**src/rtl/i2cm_pkg.sv**
```systemverilog
package i2cm_pkg;

  typedef enum logic [1:0] {
    SQ_IDLE  = 2'd0,
    SQ_START = 2'd1,
    SQ_BYTE  = 2'd2,
    SQ_STOP  = 2'd3
  } seq_st_e;

  typedef enum logic [1:0] {
    BK_ADDR  = 2'd0,
    BK_IADDR = 2'd1,
    BK_DATA  = 2'd2
  } byte_kind_e;

endpackage

```
**src/rtl/i2cm_sync.sv**
```systemverilog
module i2cm_sync #(
  parameter int STAGES = 2
) (
  input  logic clk,
  input  logic rst_n,
  input  logic d_i,
  output logic q_o
);

  logic [STAGES:0] chain;
  assign chain[0] = d_i;

  for (genvar g = 0; g < STAGES; g++) begin : g_stage
    always_ff @(posedge clk or negedge rst_n) begin
      if (!rst_n) chain[g+1] <= 1'b1;
      else        chain[g+1] <= chain[g];
    end
  end

  assign q_o = chain[STAGES];

endmodule

```
**src/rtl/i2cm_tick.sv**
```systemverilog
module i2cm_tick #(
  parameter int DIV_W = 8
) (
  input  logic             clk,
  input  logic             rst_n,
  input  logic             run_i,
  input  logic [DIV_W-1:0] div_i,
  output logic             tick_o
);

  logic [DIV_W-1:0] cnt_q, cnt_d;

  always_comb begin
    tick_o = 1'b0;
    if (!run_i) begin
      cnt_d = div_i;
    end else if (cnt_q == '0) begin
      tick_o = 1'b1;
      cnt_d  = div_i;
    end else begin
      cnt_d = cnt_q - 1'b1;
    end
  end

  always_ff @(posedge clk or negedge rst_n) begin
    if (!rst_n) cnt_q <= '0;
    else        cnt_q <= cnt_d;
  end

endmodule

```
**src/rtl/i2cm_hold.sv**
```systemverilog
module i2cm_hold #(
  parameter int BYTE_W = 8
) (
  input  logic              clk,
  input  logic              rst_n,
  input  logic              wr_i,
  input  logic [BYTE_W-1:0] data_i,
  input  logic              take_i,
  output logic [BYTE_W-1:0] data_o,
  output logic              full_o
);

  logic [BYTE_W-1:0] data_q, data_d;
  logic              full_q, full_d;
  logic              data_en;

  assign data_en = wr_i;

  always_comb begin
    data_d = data_q;
    full_d = full_q;
    if (wr_i) begin
      data_d = data_i;
      full_d = 1'b1;
    end else if (take_i) begin
      full_d = 1'b0;
    end
  end

  always_ff @(posedge clk or negedge rst_n) begin
    if (!rst_n) begin
      full_q <= 1'b0;
    end else begin
      full_q <= full_d;
    end
  end

  always_ff @(posedge clk or negedge rst_n) begin
    if (!rst_n) begin
      data_q <= '0;
    end else if (data_en) begin
      data_q <= data_d;
    end
  end

  assign data_o = data_q;
  assign full_o = full_q;

endmodule

```
**src/rtl/i2cm_seq.sv**
```systemverilog
module i2cm_seq
  import i2cm_pkg::*;
#(
  parameter int BYTE_W = 8
) (
  input  logic              clk,
  input  logic              rst_n,
  input  logic              tick_i,
  input  logic              start_i,
  input  logic              rd_mode_i,
  input  logic [BYTE_W-2:0] dev_addr_i,
  input  logic              iaddr_en_i,
  input  logic [BYTE_W-1:0] iaddr_i,
  input  logic              hold_full_i,
  input  logic [BYTE_W-1:0] hold_data_i,
  input  logic              sda_in_i,
  output logic              take_o,
  output logic              busy_o,
  output logic              in_byte_o,
  output logic              done_o,
  output logic              nack_o,
  output logic              scl_oe_o,
  output logic              sda_oe_o
);

  localparam int BIT_W = $clog2(BYTE_W + 1);
  localparam logic [BIT_W-1:0] ACK_SLOT = BIT_W'(BYTE_W);

  seq_st_e           st_q, st_d;
  byte_kind_e        kind_q, kind_d;
  logic [1:0]        ph_q, ph_d;
  logic [BIT_W-1:0]  bit_q, bit_d;
  logic [BYTE_W-1:0] sh_q, sh_d;
  logic [BYTE_W-1:0] ia_q, ia_d;
  logic              ack_q, ack_d;
  logic              rd_q, rd_d;
  logic              ien_q, ien_d;
  logic              done_q, done_d;
  logic              nack_q, nack_d;
  logic              scl_q, scl_d;
  logic              sda_q, sda_d;

  always_comb begin
    st_d   = st_q;
    kind_d = kind_q;
    ph_d   = ph_q;
    bit_d  = bit_q;
    sh_d   = sh_q;
    ia_d   = ia_q;
    ack_d  = ack_q;
    rd_d   = rd_q;
    ien_d  = ien_q;
    done_d = done_q;
    nack_d = nack_q;
    scl_d  = scl_q;
    sda_d  = sda_q;
    take_o = 1'b0;

    unique case (st_q)
      SQ_IDLE: begin
        if (start_i) begin
          st_d   = SQ_START;
          ph_d   = 2'd0;
          bit_d  = '0;
          done_d = 1'b0;
          nack_d = 1'b0;
          rd_d   = rd_mode_i;
          ien_d  = iaddr_en_i;
          ia_d   = iaddr_i;
          sh_d   = {dev_addr_i, rd_mode_i};
          kind_d = BK_ADDR;
        end
      end

      SQ_START: begin
        if (tick_i) begin
          if (ph_q == 2'd0) begin
            sda_d = 1'b1;
            ph_d  = 2'd1;
          end else begin
            scl_d = 1'b1;
            ph_d  = 2'd0;
            st_d  = SQ_BYTE;
          end
        end
      end

      SQ_BYTE: begin
        if (tick_i) begin
          unique case (ph_q)
            2'd0: begin
              sda_d = (bit_q == ACK_SLOT) ? 1'b0 : ~sh_q[BYTE_W-1];
              ph_d  = 2'd1;
            end
            2'd1: begin
              scl_d = 1'b0;
              ph_d  = 2'd2;
            end
            2'd2: begin
              if (bit_q == ACK_SLOT) begin
                ack_d = ~sda_in_i;
                if (sda_in_i) nack_d = 1'b1;
              end
              ph_d = 2'd3;
            end
            default: begin
              scl_d = 1'b1;
              ph_d  = 2'd0;
              if (bit_q != ACK_SLOT) begin
                sh_d  = {sh_q[BYTE_W-2:0], 1'b0};
                bit_d = bit_q + 1'b1;
              end else begin
                bit_d = '0;
                if (!ack_q) begin
                  st_d = SQ_STOP;
                end else if (kind_q == BK_ADDR && rd_q) begin
                  st_d = SQ_STOP;
                end else if (kind_q == BK_ADDR && ien_q) begin
                  sh_d   = ia_q;
                  kind_d = BK_IADDR;
                end else if (hold_full_i) begin
                  sh_d   = hold_data_i;
                  take_o = 1'b1;
                  kind_d = BK_DATA;
                end else begin
                  st_d = SQ_STOP;
                end
              end
            end
          endcase
        end
      end

      default: begin
        if (tick_i) begin
          ph_d = ph_q + 2'd1;
          unique case (ph_q)
            2'd0: sda_d = 1'b1;
            2'd1: scl_d = 1'b0;
            2'd2: sda_d = 1'b0;
            default: begin
              done_d = 1'b1;
              st_d   = SQ_IDLE;
            end
          endcase
        end
      end
    endcase
  end

  always_ff @(posedge clk or negedge rst_n) begin
    if (!rst_n) begin
      st_q   <= SQ_IDLE;
      kind_q <= BK_ADDR;
      ph_q   <= 2'd0;
      bit_q  <= '0;
      sh_q   <= '0;
      ia_q   <= '0;
      ack_q  <= 1'b0;
      rd_q   <= 1'b0;
      ien_q  <= 1'b0;
      done_q <= 1'b1;
      nack_q <= 1'b0;
      scl_q  <= 1'b0;
      sda_q  <= 1'b0;
    end else begin
      st_q   <= st_d;
      kind_q <= kind_d;
      ph_q   <= ph_d;
      bit_q  <= bit_d;
      sh_q   <= sh_d;
      ia_q   <= ia_d;
      ack_q  <= ack_d;
      rd_q   <= rd_d;
      ien_q  <= ien_d;
      done_q <= done_d;
      nack_q <= nack_d;
      scl_q  <= scl_d;
      sda_q  <= sda_d;
    end
  end

  assign busy_o    = (st_q != SQ_IDLE);
  assign in_byte_o = (st_q == SQ_BYTE);
  assign done_o    = done_q;
  assign nack_o    = nack_q;
  assign scl_oe_o  = scl_q;
  assign sda_oe_o  = sda_q;

endmodule

```
**src/rtl/i2cm_top.sv**
```systemverilog
module i2cm_top #(
  parameter int BYTE_W      = 8,
  parameter int DIV_W       = 8,
  parameter int SYNC_STAGES = 2
) (
  input  logic              clk,
  input  logic              rst_n,
  input  logic [DIV_W-1:0]  scl_div_i,
  input  logic              start_i,
  input  logic              rd_mode_i,
  input  logic [BYTE_W-2:0] dev_addr_i,
  input  logic              iaddr_en_i,
  input  logic [BYTE_W-1:0] iaddr_i,
  input  logic              thr_wr_i,
  input  logic [BYTE_W-1:0] thr_data_i,
  output logic              tx_ready_o,
  output logic              tx_done_o,
  output logic              nack_o,
  output logic              scl_oe_o,
  output logic              sda_oe_o,
  input  logic              sda_i
);

  logic              sda_sync;
  logic              tick;
  logic              seq_busy;
  logic              seq_in_byte;
  logic              hold_take;
  logic              hold_full;
  logic [BYTE_W-1:0] hold_data;

  i2cm_sync #(.STAGES(SYNC_STAGES)) i_sync (
    .clk   (clk),
    .rst_n (rst_n),
    .d_i   (sda_i),
    .q_o   (sda_sync)
  );

  i2cm_tick #(.DIV_W(DIV_W)) i_tick (
    .clk    (clk),
    .rst_n  (rst_n),
    .run_i  (seq_busy),
    .div_i  (scl_div_i),
    .tick_o (tick)
  );

  i2cm_hold #(.BYTE_W(BYTE_W)) i_hold (
    .clk    (clk),
    .rst_n  (rst_n),
    .wr_i   (thr_wr_i),
    .data_i (thr_data_i),
    .take_i (hold_take),
    .data_o (hold_data),
    .full_o (hold_full)
  );

  i2cm_seq #(.BYTE_W(BYTE_W)) i_seq (
    .clk         (clk),
    .rst_n       (rst_n),
    .tick_i      (tick),
    .start_i     (start_i),
    .rd_mode_i   (rd_mode_i),
    .dev_addr_i  (dev_addr_i),
    .iaddr_en_i  (iaddr_en_i),
    .iaddr_i     (iaddr_i),
    .hold_full_i (hold_full),
    .hold_data_i (hold_data),
    .sda_in_i    (sda_sync),
    .take_o      (hold_take),
    .busy_o      (seq_busy),
    .in_byte_o   (seq_in_byte),
    .done_o      (tx_done_o),
    .nack_o      (nack_o),
    .scl_oe_o    (scl_oe_o),
    .sda_oe_o    (sda_oe_o)
  );

  assign tx_ready_o = ~hold_full;

endmodule

```
**config.mk**
```make
export PLATFORM = sky130hd
export DESIGN_NAME = i2cm_top
export DESIGN_NICKNAME = d
export VERILOG_FILES = /design/src/rtl/i2cm_pkg.sv /design/src/rtl/i2cm_sync.sv /design/src/rtl/i2cm_tick.sv /design/src/rtl/i2cm_hold.sv /design/src/rtl/i2cm_seq.sv /design/src/rtl/i2cm_top.sv
export SDC_FILE = /design/constraint.sdc
export NUM_CORES = 1
export LEC_CHECK = 0
export ABC_CLOCK_PERIOD_IN_PS = 5050
export BUFFER_PORTS_ARGS = -buffer_cell sky130_fd_sc_hd__buf_2
export CAP_MARGIN = 25
export CORE_AREA = 3 3 79 81
export DETAILED_ROUTE_END_ITERATION = 16
export DIE_AREA = 0 0 82 84
export MAX_ROUTING_LAYER = met4
export PLACE_DENSITY = 0.76
export SLEW_MARGIN = 5
export SYNTH_ARGS = -nofsm -noshare
export SYNTH_HDL_FRONTEND = slang
export SYNTH_SLANG_ARGS = --single-unit
```
**constraint.sdc**
```tcl
create_clock -name clk -period 5.05 [get_ports clk]
set_input_delay 0.7575 -clock clk [delete_from_list [all_inputs] [get_ports clk]]
set_output_delay 0.7575 -clock clk [all_outputs]
set_load 0.01 [all_outputs]
```
==> results.cfg, run 1 <==
[synthesis]
synth_most_common_cell = dfrtp_1
yosysTopAreaCell = dfrtp_1
yosysSeqAreaShare = 0.467
synthSimpleGateAreaFrac = 0.115
yosys.area_share.adder = 0.0537
synth_compound_area_frac = 0.144
synth.area.mux_share = 0.160
yosysUniqueCellTypes = 52
yosys_warnings = 0
synth_top_flop_cell = dfrtp_1
yosys.area_share.xor_xnor = 0.0157
synthArstFlopShare = 1.00
synth_cells = 249
synth_seq_cells = 52
synth_common_cells = dfrtp_1, mux2_2, inv_1
netlist.area_leader.share = 0.438
synth-edff-count = 0
syn_nets = 299
synth_top_family_by_area = multiplexers
synth_area_um2 = 2800
avgSynthCellArea_um2 = 11.2
synth.area.top_cells = dfrtp_1, mux2_2, ha_1, mux2i_1, inv_1

[critical_path]
reg2reg_from = i_tick.cnt_q[0]
critPathMaxFanout = 8
r2r_end = i_seq.sh_q[0]
crit_type = reg2reg
r2r.worst_path.cells = 6
cp-end-kind = flop
arrival_ns = 2.58
cp-start-kind = flop
r2r_slack_ns = 2.68
worst-endpoint-required_ns = 5.26

[floorplan]
core_area_um2 = 5540
ios = 43
die-area_um2 = 6890
num_rows = 27
die_width_um = 82
start_util = 0.505
die_h_um = 84

[routing]
wl_mm = 5.69
avgRoutedWirePerCell_um = 15.6
firstDrtPassIters = 6
initialDrtViolationCount = 111
vias_per_cell = 5.55
drc = 0
ant_nets = 0
vias = 2022

[timing]
drv_slew = 0
worst_slew_pin_slew_ns = 0.646
finalHoldViolCount = 0
post-route-min-period_ns = 2.37
rsz0062_at_grt = no
setup_viol = 0
max_freq_ghz = 0.421
slew_headroom = 0.568
skew_ns = 0.00871
fin_setup_tns_ns = 0
fin_crit_sh = 0.470

[cts]
cts_buffer_depth = 2
ctsRootBufferMaster = clkbuf_8
hold_buffers = 0
post-cts-setup-buffers = 0
cts-htree-levels = 2
cts_sinks = 52
cts_inserted_buffers = 5
clk_latency_ns = 0.31
cts_tree = yes
clk_pin_slew_worst_paths_ns = 0.10
cts_resized = 0

[global_routing]
grt_usage = 0.189
antenna_found_initial = 0
grt_pass1_vias = 2107
grt_max_degree = 53
grt_pass1_wl_mm = 9.95
grt_overflow = 0

[final_layout]
stdcell_count = 364
area_growth_pct = 13.3
n_antenna_cell = 0
nets = 341
drive_gt1_frac = 0.325
final_util = 0.572

[status]
status = finished clean

[worst_hold_path]
holdPathEnd = i_sync.q_o
hp-class = reg2reg
holdPathStages = 0
hold_start = i_sync.chain[1]

[power_and_ir_drop]
power_density_nw_per_um2 = 302
ir_drop_mv = 0.183
leakagePower_nw = 1.47

[run]
cap_violations = 0

[place]
placed_cells = 355
dp_hpwl_mm = 4.10
io_buffer_count = 42
gp_congestion = 0.875
[cell type report]
class | instances | area (µm²)
clock inverters | 2 | 16.3
fillers | 479 | 2370
repair buffers | 45 | 233
well taps | 72 | 90.1
clock buffers | 6 | 72.6
multi-input cells | 164 | 1370
inverters | 23 | 86.3
flip-flops and latches | 52 | 1310
[stage by stage]
step	total power, mW	hold slack, ns	cell area, µm²	setup slack [ns]
after floorplan	0.661	0.345	2800	3.02
after global placement	0.718	0.345	3070	2.78
after detailed placement	0.723	0.353	3070	2.69
after CTS	0.965	0.367	3160	2.68
after global routing	1.02	0.374	3170	2.39
final	0.956	0.364	3170	2.68
[worst max-delay path, cell delays in order (launching register included)]
cell and delay (ns):
dfrtp_1 0.40, inv_1 0.10, ha_1 0.16, nor3b_1 0.53, a31oi_2 0.32, a21oi_4 0.38, mux2_2 0.38
[worst max-delay path by stage]
stage	startpoint	cells after the start	end
floorplan	i_tick.cnt_q[0]	6	i_seq.sh_q[0]
global placement	i_tick.cnt_q[0]	6	i_seq.sh_q[0]
detailed placement	i_tick.cnt_q[0]	6	i_seq.sh_q[0]
CTS	i_tick.cnt_q[0]	6	i_seq.sh_q[0]
global route	i_tick.cnt_q[0]	6	i_seq.sh_q[0]
finish	i_tick.cnt_q[0]	6	i_seq.sh_q[0]
[sequential cells by signal (all words and copies together), names as in the netlist]
name            cells
i_hold.data_o       8
i_hold.full_o       1
i_seq.ack_q         1
i_seq.bit_q         4
i_seq.done_o        1
i_seq.ia_q          8
i_seq.ien_q         1
i_seq.kind_q        2
i_seq.nack_o        1
i_seq.ph_q          2
i_seq.rd_q          1
i_seq.scl_oe_o      1
i_seq.sda_oe_o      1
i_seq.sh_q          8
i_seq.st_q          2
i_sync.chain        1
i_sync.q_o          1
i_tick.cnt_q        8
[cell usage in the layout (no fill, tap or decap), drive strengths merged, types with 3 or more instances in the layout]
cell type | netlist | routed
a211oi | 3 | 3
a21oi | 11 | 11
a222oi | 7 | 7
buf | 3 | 45
clkbuf | 7 | 6
dfrtp | 49 | 49
dfstp | 3 | 3
ha | 12 | 12
inv | 23 | 23
mux2 | 29 | 29
mux2i | 12 | 12
nand2 | 7 | 7
nand3 | 4 | 4
nor2 | 16 | 16
nor2b | 3 | 3
nor3 | 3 | 3
nor4 | 3 | 3
o21ai | 10 | 10
or4 | 3 | 3
xnor2 | 3 | 3
[per-layer routing]
| metal | vias up | share of wire | GRT usage | routed length (µm) |
|---|---|---|---|---|
| li1 | 987 | - | - | - |
| met1 | 979 | 0.44 | 0.250 | 2500 |
| met2 | 49 | 0.50 | 0.291 | 2840 |
| met3 | 7 | 0.047 | 0.0410 | 270 |
| met4 | 0 | 0.015 | 0.0544 | 84 |
| met5 | - | 0 | - | 0 |
[where the power goes]
group / total (mW) / internal (mW) / leakage (nW) / switching [mW]
Combinational: 0.193 / 0.0994 / 0.816 / 0.0937
Sequential: 0.523 / 0.465 / 0.616 / 0.0579
Clock: 0.240 / 0.0989 / 0.0414 / 0.141
[kinds of logic (layout without fill, tap and decap cells)]
| logic type | Yosys count | in the layout |
|---|---|---|
| simple gates | 55 | 55 |
| flops | 52 | 52 |
| compound gates | 51 | 51 |
| mux | 41 | 41 |
| buf+inv | 33 | 76 |
| fa+ha+maj | 12 | 12 |
| xor+xnor | 5 | 5 |
No activity file was read; power rests on OpenSTA's default activity.
==> inputs of run 2 (changes only) <==
--- a/config.mk
+++ b/config.mk
@@ -5,7 +5,7 @@
 export SDC_FILE = /design/constraint.sdc
 export NUM_CORES = 1
 export LEC_CHECK = 0
-export ABC_CLOCK_PERIOD_IN_PS = 5050
+export ABC_CLOCK_PERIOD_IN_PS = 2400
 export BUFFER_PORTS_ARGS = -buffer_cell sky130_fd_sc_hd__buf_2
 export CAP_MARGIN = 25
 export CORE_AREA = 3 3 79 81
==> constraint.sdc (replaced) <==
create_clock -name clk -period 2.4 [get_ports clk]
set_input_delay 0.36 -clock clk [delete_from_list [all_inputs] [get_ports clk]]
set_output_delay 0.36 -clock clk [all_outputs]
set_load 0.01 [all_outputs]
==> run 2 against run 1 <==
Against the previous run: register-to-register slack got worse by 2.5 ns; clock skew is 0.0050 ns higher; flip-flop and latch count unchanged; hold slack got worse by 0.33 ns; global-route usage shrank 0.34 points; fmax is 7.1% higher; routed wire length rose by 1.8%; cell count increased by 1.6%; power increased by 120%; critical path depth did not move; die area unchanged; sequential share of layout area is 0.75 points lower; highest routed layer unchanged.
==> results.cfg, run 2 (synthesis gave the netlist of run 1 again) <==
[floorplan]
start_util = 0.505
core_area_um2 = 5540
die-area_um2 = 6890
die_width_um = 82
ios = 43
num_rows = 27
die_h_um = 84

[final_layout]
final_common_cell = dfrtp_1
mostFrequentLayoutCells = dfrtp_1, buf_2, mux2_2, inv_1, nor2_1
fill_cells = 481
stdcell_count = 370
regArea_um2 = 1310
final_util = 0.582
drive_gt1_frac = 0.342
n_antenna_cell = 0
area_growth_pct = 15.4
multi_input_area_um2 = 1370
nets = 347

[critical_path]
r2r_slack_ns = 0.18
reg2reg_from = i_seq.st_q[1]
critPathMaxFanout = 12
cp-start-kind = flop
arrival_ns = 2.42
r2r.worst_path.cells = 6
r2r_end = i_seq.sh_q[0]
cp-end-kind = flop
crit_type = reg2reg
worst-endpoint-required_ns = 2.60

[place]
placed_cells = 362
dp_hpwl_mm = 4.40
pre_cts_ws_ns = 0.208
gp_congestion = 0.892
io_buffer_count = 42

[timing]
rsz0062_at_grt = no
fin_setup_tns_ns = 0
hold_ws_ns = 0.0298
post-route-min-period_ns = 2.22
skew_ns = 0.0137
worst_slew_pin_slew_ns = 0.584
setup_viol = 0
drv_slew = 0
fin_ws_ns = 0.182
slew_headroom = 0.611
max_freq_ghz = 0.451
fin_crit_sh = 0.924
finalHoldViolCount = 0

[cts]
clk_latency_ns = 0.31
cts-htree-levels = 2
cts_buffer_depth = 2
cts_tree = yes
post-cts-setup-buffers = 0
ctsRootBufferMaster = clkbuf_8
cts_sinks = 52
hold_buffers = 0
cts_inserted_buffers = 5
cts_resized = 0
clk_pin_slew_worst_paths_ns = 0.11

[global_routing]
grtUsageMet3 = 0.0356
grt_pass1_wl_mm = 10.0
grt.busiest_layer = met2
grt_usage = 0.186
gr-usage-met1 = 0.249
grt_max_degree = 28
grt_pass1_vias = 2114
met2_usage = 0.295
antenna_found_initial = 0
grt_overflow = 0

[power_and_ir_drop]
leakagePower_nw = 1.51
ir_drop_mv = 0.670
power_density_nw_per_um2 = 639

[routing]
initialDrtViolationCount = 134
ant_nets = 0
wl_mm = 5.80
vias = 2069
avgRoutedWirePerCell_um = 15.7
firstDrtPassIters = 4
vias_per_cell = 5.59
drc = 0

[status]
status = finished clean

[run]
cap_violations = 0

[worst_hold_path]
hp-class = in2async
[run 2: area by class of cell]
class                   instances  area share
repair buffers                 51      0.0861
multi-input cells             164       0.423
inverters                      23      0.0268
flip-flops and latches         52       0.404
well taps                      72      0.0279
clock inverters                 3      0.0105
clock buffers                   5      0.0213
[run 2: worst max-delay path by stage]
stage,startpoint,to,cells past startpoint
2_1_floorplan,i_tick.cnt_q[0],i_seq.sh_q[0],6
3_3_place_gp,i_seq.st_q[0],i_seq.sh_q[0],6
3_5_place_dp,i_seq.st_q[1],i_seq.sh_q[0],6
4_1_cts,i_seq.st_q[1],i_seq.sh_q[0],6
5_1_grt,i_seq.st_q[1],i_seq.sh_q[0],6
6_report,i_seq.st_q[1],i_seq.sh_q[0],6
[run 2: where the power goes]
group / switching [mW] / internal, mW / total [mW] / leakage, nW
registers: 0.118 / 0.978 / 1.10 / 0.616
clock network: 0.319 / 0.220 / 0.539 / 0.0515
logic: 0.206 / 0.221 / 0.427 / 0.847
total: 0.642 / 1.42 / 2.06 / 1.51
[run 2: critical path, cell delays in order (launching register included)]
cell and delay [ns]:
dfrtp_1 0.42, inv_1 0.11, ha_1 0.43, and3b_1 0.30
a31oi_2 0.11, a21oi_4 0.36, mux2_2 0.39
[run 2: metal layers]
metal	part of all wire	vias up	wire [µm]
met5	0	-	0
met4	0.0085	0	49
met3	0.039	5	227
met2	0.49	52	2840
met1	0.46	1011	2680
li1	-	1001	-
[run 2: stage by stage]
stage               power, mW  cell area (µm²)
finish                   2.06             3230
global route             2.20             3230
global placement         1.53             3120
CTS                      2.08             3230
detailed placement       1.54             3120
floorplan                1.39             2800
==> inputs of run 3 (changes only) <==
--- a/config.mk
+++ b/config.mk
@@ -5,12 +5,13 @@
 export SDC_FILE = /design/constraint.sdc
 export NUM_CORES = 1
 export LEC_CHECK = 0
+export ABC_AREA = 1
 export ABC_CLOCK_PERIOD_IN_PS = 2400
 export BUFFER_PORTS_ARGS = -buffer_cell sky130_fd_sc_hd__buf_2
 export CAP_MARGIN = 25
-export CORE_AREA = 3 3 79 81
+export CORE_AREA = 3 3 80 82
 export DETAILED_ROUTE_END_ITERATION = 16
-export DIE_AREA = 0 0 82 84
+export DIE_AREA = 0 0 83 85
 export MAX_ROUTING_LAYER = met4
 export PLACE_DENSITY = 0.76
 export SLEW_MARGIN = 5
==> run 3 against run 2 <==
Against the previous run: power increased by 68%; sequential share of layout area decreased by 0.28 points; fmax increased by 9.5%; global-route usage increased by 0.12 points; hold slack got worse by 0.0063 ns.
==> results.cfg, run 3 <==
[timing]
worst_slew_pin_slew_ns = 0.531
max_freq_ghz = 0.493
fin_setup_tns_ns = 0
post-route-min-period_ns = 2.03
skew_ns = 0.00330
rsz0062_at_grt = no
drv_slew = 0
setup_viol = 0
fin_ws_ns = 0.374
slew_headroom = 0.646
hold_ws_ns = 0.0235
finalHoldViolCount = 0
fin_crit_sh = 0.844

[synthesis]
synth_seq_cells = 52
synth_top_flop_cell = dfrtp_1
yosys.area_share.adder = 0.0526
synth_compound_area_frac = 0.0824
synth_area_um2 = 2850
yosys_warnings = 0
synth.area.top_cells = dfrtp_1, nand2_1, nand3_1, ha_1, inv_1
synth.area.mux_share = 0.00351
synth-edff-count = 0
synthSimpleGateAreaFrac = 0.320
synth_common_cells = nand2_1, dfrtp_1, nand3_1
syn_nets = 423
synth_top_family_by_area = simple AND/OR/NAND/NOR gates
yosysUniqueCellTypes = 31
synth_cells = 373
yosysSeqAreaShare = 0.457
yosysTopAreaCell = dfrtp_1
avgSynthCellArea_um2 = 7.65
netlist.area_leader.share = 0.430
synthArstFlopShare = 1.00
synth_most_common_cell = nand2_1
yosys.area_share.xor_xnor = 0.0153

[worst_hold_path]
hp-class = in2async

[routing]
ant_nets = 0
firstDrtPassIters = 5
wl_mm = 6.08
initialDrtViolationCount = 125
drc = 0
vias = 2465
avgRoutedWirePerCell_um = 12.3
vias_per_cell = 4.99

[place]
dp_hpwl_mm = 4.58
gp_congestion = 0.889
io_buffer_count = 42
pre_cts_ws_ns = 0.181

[final_layout]
regArea_um2 = 1310
area_growth_pct = 13.9
nets = 468
fill_cells = 571
mostFrequentLayoutCells = nand2_1, dfrtp_1, nand3_1, buf_2, inv_1
n_antenna_cell = 0
drive_gt1_frac = 0.169
multi_input_area_um2 = 1360
final_common_cell = nand2_1

[floorplan]
start_util = 0.491
num_rows = 28
die-area_um2 = 7060
die_h_um = 85
core_area_um2 = 5820
ios = 43
die_width_um = 83

[cts]
cts_sinks = 52
clk_pin_slew_worst_paths_ns = 0.09
ctsRootBufferMaster = clkbuf_8
cts_inserted_buffers = 5
clk_latency_ns = 0.30
cts-htree-levels = 2
cts_buffer_depth = 2
cts_tree = yes

[critical_path]
cp-start-kind = flop
worst-endpoint-required_ns = 2.65
r2r_slack_ns = 0.37
critPathMaxFanout = 16
crit_type = reg2reg
arrival_ns = 2.28
cp-end-kind = flop

[global_routing]
grt_usage = 0.187
antenna_found_initial = 0
grt_pass1_wl_mm = 10.5
grt_max_degree = 26
grt_overflow = 0
grt_pass1_vias = 2426

[status]
status = finished clean

[power_and_ir_drop]
swShare = 0.438
p_sw_mw = 1.52
ir_drop_mv = 0.571
leakagePower_nw = 1.66
clkPwrFrac = 0.153
intPower_mw = 1.95
pwr-share-seq = 0.388
power_density_nw_per_um2 = 1070
pwr-share-comb = 0.459

[run]
cap_violations = 0
## run 3: cell count changes after synthesis, moves of 15 or more
cell / change
mux2_2: -29
inv_1: +16
o21ai_0: +16
nand3_1: +41
nor2_1: +15
nand2_1: +106
## run 3: final timing paths
kind | depth (start not counted) | endpoint | start
setup / recovery | 8 | i_seq.sh_q[6] | i_seq.st_q[0]
hold / removal | 1 | i_tick.cnt_q[4] | rst_n
setup reg to reg | 8 | i_seq.sh_q[6] | i_seq.st_q[0]
hold reg to reg | 0 | i_sync.q_o | i_sync.chain[1]
max in group asynchronous | 2 | i_seq.done_o | rst_n
min in group clk | 1 | i_sync.chain[1] | sda_i
## run 3: routing by layer
metal / global-route usage / wire [µm] / vias to the layer above
li1: - / - / 1277
met1: 0.230 / 2730 / 1128
met2: 0.313 / 2980 / 55
met3: 0.0359 / 306 / 5
met4: 0.0594 / 62 / 0
met5: - / 0 / -
## run 3: timing repair
item | CTS | global route
buffers inserted | 0 | 0
setup endpoints to repair | 0 | 3
gates resized for setup | 0 | 1
hold buffers | 0 | 0
hold endpoints to repair | 0 | 0
## run 3: final cells by class
cell class                 instances  area share
multi-input combinational        271       0.417
inverter                          42      0.0485
sequential                        52       0.402
clock buffer                       6      0.0254
clock inverter                     2     0.00424
tap                               75      0.0289
timing repair buffer              46      0.0739
## run 3: kinds of logic (layout without fill, tap and decap cells)
group,count (synthesis),count (layout)
compound gates,43,43
xor+xnor,5,5
fa+ha+maj,12,12
buf+inv,50,96
flops,52,52
mux,1,1
simple gates,210,210
## run 3: worst max-delay path: stages, from the launching register on
cell and delay [ns]:
dfrtp_1 0.43, inv_1 0.10, ha_2 0.39, inv_2 0.22, nor2_2 0.38, nand3_1 0.19, nand3_1 0.11, nand3_1 0.07
nand2_1 0.08
## run 3: metrics by stage
step | cells | power (mW) | instance area [µm²] | util
6_report | 494 | 3.47 | 3250 | 0.559
5_1_grt | 494 | 3.79 | 3250 | 0.559
3_3_place_gp | 486 | 2.89 | 3150 | 0.542
2_1_floorplan | 373 | 2.56 | 2850 | -
4_1_cts | 494 | 3.48 | 3250 | 0.558
3_5_place_dp | 486 | 2.94 | 3150 | 0.542
## run 3: power by group through the flow
| stage | Sequential (mW) | Combinational, mW | Clock, mW |
|---|---|---|---|
| after floorplan | 1.31 | 1.25 | 0 |
| after global placement | 1.35 | 1.55 | 0 |
| after detailed placement | 1.36 | 1.59 | 0 |
| after CTS | 1.34 | 1.59 | 0.546 |
| after global routing | 1.38 | 1.83 | 0.583 |
| final | 1.34 | 1.59 | 0.531 |
